### src/rtl/cmod_pkg.sv
package cmod_pkg;

  typedef enum logic {
    MASK_OFF = 1'b0,
    MASK_ON  = 1'b1
  } mask_e;

endpackage

### src/rtl/cmod_credit_ctr.sv
module cmod_credit_ctr #(
  parameter int CNT_W = 32
) (
  input  logic             clk,
  input  logic             rst_n,
  input  logic             ring_reset,
  input  logic             desc_done,
  input  logic             credit_wr,
  input  logic [CNT_W-1:0] credit_val,
  output logic [CNT_W-1:0] count_q,
  output logic             err_q,
  output logic             next_zero,
  output logic             uf_event
);

  localparam logic [CNT_W-1:0] CNT_MAX = {CNT_W{1'b1}};
  localparam logic [CNT_W-1:0] CNT_ONE = {{(CNT_W-1){1'b0}}, 1'b1};

  function automatic logic [CNT_W-1:0] f_sat_inc(input logic [CNT_W-1:0] v, input logic en);
    if (!en || v == CNT_MAX) return v;
    return v + CNT_ONE;
  endfunction

  function automatic logic f_over(input logic [CNT_W-1:0] v, input logic [CNT_W-1:0] d);
    return d > v;
  endfunction

  function automatic logic [CNT_W-1:0] f_sat_sub(input logic [CNT_W-1:0] v, input logic [CNT_W-1:0] d);
    if (f_over(v, d)) return '0;
    return v - d;
  endfunction

  logic [CNT_W-1:0] inc_val;
  logic [CNT_W-1:0] after_ret;

  always_comb begin
    inc_val   = f_sat_inc(count_q, desc_done);
    after_ret = credit_wr ? f_sat_sub(inc_val, credit_val) : inc_val;
    uf_event  = credit_wr && f_over(inc_val, credit_val);
    next_zero = (after_ret == '0);
  end

  always_ff @(posedge clk or negedge rst_n) begin
    if (!rst_n) begin
      count_q <= '0;
      err_q   <= 1'b0;
    end else if (ring_reset) begin
      count_q <= '0;
      err_q   <= 1'b0;
    end else begin
      count_q <= after_ret;
      if (uf_event) err_q <= 1'b1;
    end
  end

endmodule

### src/rtl/cmod_mask_ctl.sv
module cmod_mask_ctl
  import cmod_pkg::*;
(
  input  logic  clk,
  input  logic  rst_n,
  input  logic  ring_reset,
  input  logic  desc_done,
  input  logic  credit_wr,
  input  logic  next_zero,
  output mask_e mask_q,
  output logic  irq_q,
  output logic  fire_event
);

  logic  fire_first;
  logic  fire_remain;
  mask_e mask_d;

  always_comb begin
    fire_first  = desc_done && !credit_wr && (mask_q == MASK_OFF);
    fire_remain = credit_wr && !next_zero;
    fire_event  = !ring_reset && (fire_first || fire_remain);
    if (ring_reset)     mask_d = MASK_OFF;
    else if (credit_wr) mask_d = next_zero ? MASK_OFF : MASK_ON;
    else if (desc_done) mask_d = MASK_ON;
    else                mask_d = mask_q;
  end

  always_ff @(posedge clk or negedge rst_n) begin
    if (!rst_n) begin
      mask_q <= MASK_OFF;
      irq_q  <= 1'b0;
    end else begin
      mask_q <= mask_d;
      irq_q  <= fire_event;
    end
  end

endmodule

### src/rtl/irq_credit_moderator.sv
module irq_credit_moderator
  import cmod_pkg::*;
#(
  parameter int CNT_W = 32
) (
  input  logic             clk,
  input  logic             rst_n,
  input  logic             ring_reset,
  input  logic             desc_done,
  input  logic             credit_wr,
  input  logic [CNT_W-1:0] credit_val,
  output logic [CNT_W-1:0] credit_count,
  output logic             auto_masked,
  output logic             irq_pulse,
  output logic             underflow_err
);

  logic [CNT_W-1:0] ctr_count;
  logic             ctr_err;
  logic             next_zero;
  logic             uf_event;
  logic             fire_event;
  logic             irq_q;
  mask_e            mask_st;

  cmod_credit_ctr #(.CNT_W(CNT_W)) u_ctr (
    .clk        (clk),
    .rst_n      (rst_n),
    .ring_reset (ring_reset),
    .desc_done  (desc_done),
    .credit_wr  (credit_wr),
    .credit_val (credit_val),
    .count_q    (ctr_count),
    .err_q      (ctr_err),
    .next_zero  (next_zero),
    .uf_event   (uf_event)
  );

  cmod_mask_ctl u_mask (
    .clk        (clk),
    .rst_n      (rst_n),
    .ring_reset (ring_reset),
    .desc_done  (desc_done),
    .credit_wr  (credit_wr),
    .next_zero  (next_zero),
    .mask_q     (mask_st),
    .irq_q      (irq_q),
    .fire_event (fire_event)
  );

  assign credit_count  = ctr_count;
  assign underflow_err = ctr_err;
  assign auto_masked   = (mask_st == MASK_ON);
  assign irq_pulse     = irq_q;

endmodule

### config.mk
export PLATFORM = sky130hd
export DESIGN_NAME = irq_credit_moderator
export DESIGN_NICKNAME = d
export VERILOG_FILES = /design/src/rtl/cmod_pkg.sv /design/src/rtl/cmod_credit_ctr.sv /design/src/rtl/cmod_mask_ctl.sv /design/src/rtl/irq_credit_moderator.sv
export SDC_FILE = /design/constraint.sdc
export NUM_CORES = 1
export LEC_CHECK = 0
export ABC_AREA = 1
export CAP_MARGIN = 5
export CELL_PAD_IN_SITES_DETAIL_PLACEMENT = 1
export CELL_PAD_IN_SITES_GLOBAL_PLACEMENT = 1
export CORE_MARGIN = 3
export CORE_UTILIZATION = 39
export DETAILED_ROUTE_END_ITERATION = 16
export PLACE_DENSITY_LB_ADDON = 0.1
export SETUP_SLACK_MARGIN = 0.02
export SYNTH_ARGS = -nofsm -noshare
export SYNTH_HDL_FRONTEND = slang
export SYNTH_SLANG_ARGS = --single-unit
### constraint.sdc
create_clock -name clk -period 4.53 [get_ports clk]
set_input_delay 0.453 -clock clk [delete_from_list [all_inputs] [get_ports clk]]
set_output_delay 0.453 -clock clk [all_outputs]
set_load 0.02 [all_outputs]
==> results <==
registers in the layout, indices dropped and copies added (netlist names):
register / count
u_mask.irq_q: 1
u_ctr.err_q: 1
u_ctr.count_q: 32
u_mask.mask_q: 1
cell families (layout without fill, tap and decap cells):
logic type	after synthesis	count (layout)
xor gates and xnor gates	25	25
adders and majority gates	35	35
DFF	35	35
buffers and inverters	233	311
and+or+nand+nor	717	717
AOI/OAI and AO/OA	66	66
layer usage:
layer | GRT usage (%) | wire (um)
met5 | 0 | 0
met4 | 8.77 | 706
met3 | 1.12 | 578
met2 | 40.8 | 9140
met1 | 38.9 | 11100
where the power goes:
part           leakage, nW  internal, mW  switching (mW)  total (mW)
Sequential           0.469         0.334          0.0260       0.360
Combinational         3.39         0.281           0.514       0.795
Clock               0.0727         0.215           0.127       0.342
what timing repair did:
item	in CTS	in global routing
hold buffers	0	0
setup buffers	0	0
gates resized for setup	0	12
setup endpoints to repair	0	2
cell type report:
type	count	area [sq um]	share of cell area, %
Tap cell	184	230	3.29
Sequential cell	35	876	12.5
Clock buffer	6	139	1.99
Timing Repair Buffer	87	830	11.9
Multi-Input combinational cell	843	4090	58.5
Inverter	217	822	11.8
Clock inverter	1	5.00	0.0716
layout by cell type, fill, tap and decap left out, drive strengths merged, types with 7 or more instances in the layout:
cell / netlist / layout
dfrtp: 35 / 35
inv: 217 / 217
ha: 34 / 34
nand3b: 9 / 9
buf: 11 / 17
nand4: 12 / 12
a21oi: 36 / 36
nor3: 7 / 7
and2: 10 / 10
clkdlybuf4s50: 0 / 70
nor2: 139 / 139
o21ai: 17 / 17
nand2: 465 / 465
xor2: 20 / 20
nand3: 65 / 65
final timing paths:
| kind | end | start | slack, ps | cells after the start |
|---|---|---|---|---|
| max in group asynchronous | u_ctr.count_q[7]$_DFF_PN0_ | rst_n | 3750 | 1 |
| min in group clk | u_ctr.err_q$_DFFE_PN0P_ | u_ctr.err_q$_DFFE_PN0P_ | 550 | 2 |
| worst min register to register | u_ctr.err_q$_DFFE_PN0P_ | u_ctr.err_q$_DFFE_PN0P_ | 550 | 2 |
| worst min-delay path | u_ctr.count_q[31]$_DFF_PN0_ | rst_n | 260 | 1 |
| worst max register to register | u_mask.irq_q$_DFF_PN0_ | u_ctr.count_q[26]$_DFF_PN0_ | 370 | 30 |
| worst max-delay path | u_mask.irq_q$_DFF_PN0_ | u_ctr.count_q[26]$_DFF_PN0_ | 370 | 30 |
==> impl_metrics.csv <==
group,metric,value,unit
placed_design,port_buffers,71,
synthesis,synth.avg_cell_area,5.27,sq um
pwr,power_density_cells,214,mW/mm^2
drt,routedWlPerCell,15.7,um
critical_path,critical_path.slowest_cell,"sky130_fd_sc_hd__dfrtp_1",
global_routing,number_of_global_route_vias_before_repair,6742,
placed_design,place.detailed.instances,1366,
sta,clock_skew,3.46,ps
placed_design,dp.final_hpwl,18.7,mm
drt,ant_nets,0,
synthesis,top_count_cell_post_synth,"sky130_fd_sc_hd__nand2_1",
synthesis,top_cell_type_s_share_of_synthesized_area,29.1,%
synthesis,synthDominantAreaCellType,"sky130_fd_sc_hd__nand2_1",
floorplan,pin_count,72,
synthesis,yosys-top-cells-area,"sky130_fd_sc_hd__nand2_1, sky130_fd_sc_hd__dfrtp_1, sky130_fd_sc_hd__inv_1",
synthesis,yosys_register_bits,35,
synthesis,post_syn_area,0.00585,sq mm
synthesis,synth.cells.most_frequent,"sky130_fd_sc_hd__nand2_1, sky130_fd_sc_hd__inv_1, sky130_fd_sc_hd__nor2_1, sky130_fd_sc_hd__nand3_1, sky130_fd_sc_hd__dfrtp_1",
floorplan,die-area,0.0165,sq mm
final_layout,fillers,2191,
run,timing.max_cap.violations,0,
critical_path,worstPathRequired,4700,ps
sta,finalCritPeriodShare,91.8,%
final_layout,finish.utilization,47.9,%
global_routing,globalRouteTotalUtil,26.2,%
critical_path,timing.critical_path.arrival,4330,ps
placed_design,dp_worst_setup_slack,113,ps
sta,final.setup.tns,0,ps
critical_path,cp_num_buf_inv,4,
floorplan,core,0.0146,sq mm
drt,drtPass1Iterations,5,
synthesis,synth-edff-count,0,
synthesis,synth_cell_type_count,41,
clocking,clk-insertion-delay-late,280,ps
final_layout,antenna_cells_inserted,0,
clocking,clk_transition_reported_paths,50,ps
critical_path,worst-path-max-fanout,13,
clocking,total_clock_buffers_created_by_cts,5,
drt,vias,6772,
placed_design,detailed_place.area,0.00680,sq mm
pwr,total_power,1.50,mW
final_layout,drive_above_1_share,4.63,%
synthesis,yosysWarningCount,0,
drt,totalWireLength,21.6,mm
pwr,vdd_ir_drop_max,0.120,mV
global_routing,grt_remaining_overflow,0,
sta,slew_at_the_pin_closest_to_its_max_slew_limit,1080,ps
drt,drcViolationCount,0,
clocking,h-tree-depth,2,
outcome,status,"completed",
clocking,cts_tree,"done",
critical_path,crit_path_most_repeated_cell,"sky130_fd_sc_hd__nand2_1",
floorplan,die_width,128,um
sta,period_needed,4160,ps
synthesis,multiplexer_share_of_the_synthesized_area,0,%
synthesis,synth_xor_xnor_area_share,3.74,%
global_routing,wire_length_of_the_first_global_routing_pass,34.4,mm
final_layout,fin_cells,1373,
final_layout,final_area,0.00699,sq mm
sta,postLayoutSetupSlackWorst,373,ps
sta,fin_hold_ws,257,ps
clocking,largest_buffer_count_on_any_clock_path,2,
sta,clock.fmax,0.241,GHz
synthesis,synth_fp_nets,1183,
critical_path,critical-path-top-delay-family,"simple AND/OR/NAND/NOR gates",
critical_path,setup.worst_path.end_class,"flop",
global_routing,grt_max_degree,37,
final_layout,area_growth_syn_to_layout,19.5,%
sta,finalSetupViolations,0,
drt,first_iter_violations,339,
synthesis,synth_top_family_by_area,"simple AND/OR/NAND/NOR gates",
sta,max_slew_violation_count,0,
global_routing,grt_antenna_before_repair,0,
floorplan,initial_utilization,40.1,%
placed_design,gpl.final_weighted_congestion,0.903,
critical_path,worst_setup_path_start_kind,"flop",
sta,grt_setup_unrepaired,"false",
clocking,clock_sink_count,35,
drt,routed_via_density,4.93,
pwr,power.static_leakage,3.93,nW
synthesis,synth-main-ff-cell,"sky130_fd_sc_hd__dfrtp_1",
floorplan,floorplan.die.height,128,um
clocking,clockRootBuffer,"sky130_fd_sc_hd__clkbuf_16",
final_layout,finalNetCount,1261,
synthesis,seq_area_frac_synth,15.0,%
synthesis,synth_compound_gate_area_share,6.33,%
sta,finalHoldViolations,0,
hold_path,hold_path.class,"in2async",
synthesis,synth_adder_area_share,7.61,%
synthesis,netlist_instances,1111,
sta,timing.max_slew.rel_slack,28.1,%
synthesis,async_flop_share,100,%
critical_path,max_stage_delay,440,ps
critical_path,timing_worst_setup_path_type,"reg2reg",
synthesis,synth_simple_gate_area_share,51.5,%
floorplan,placement_rows,44,
(Power assumes the default switching activity.)
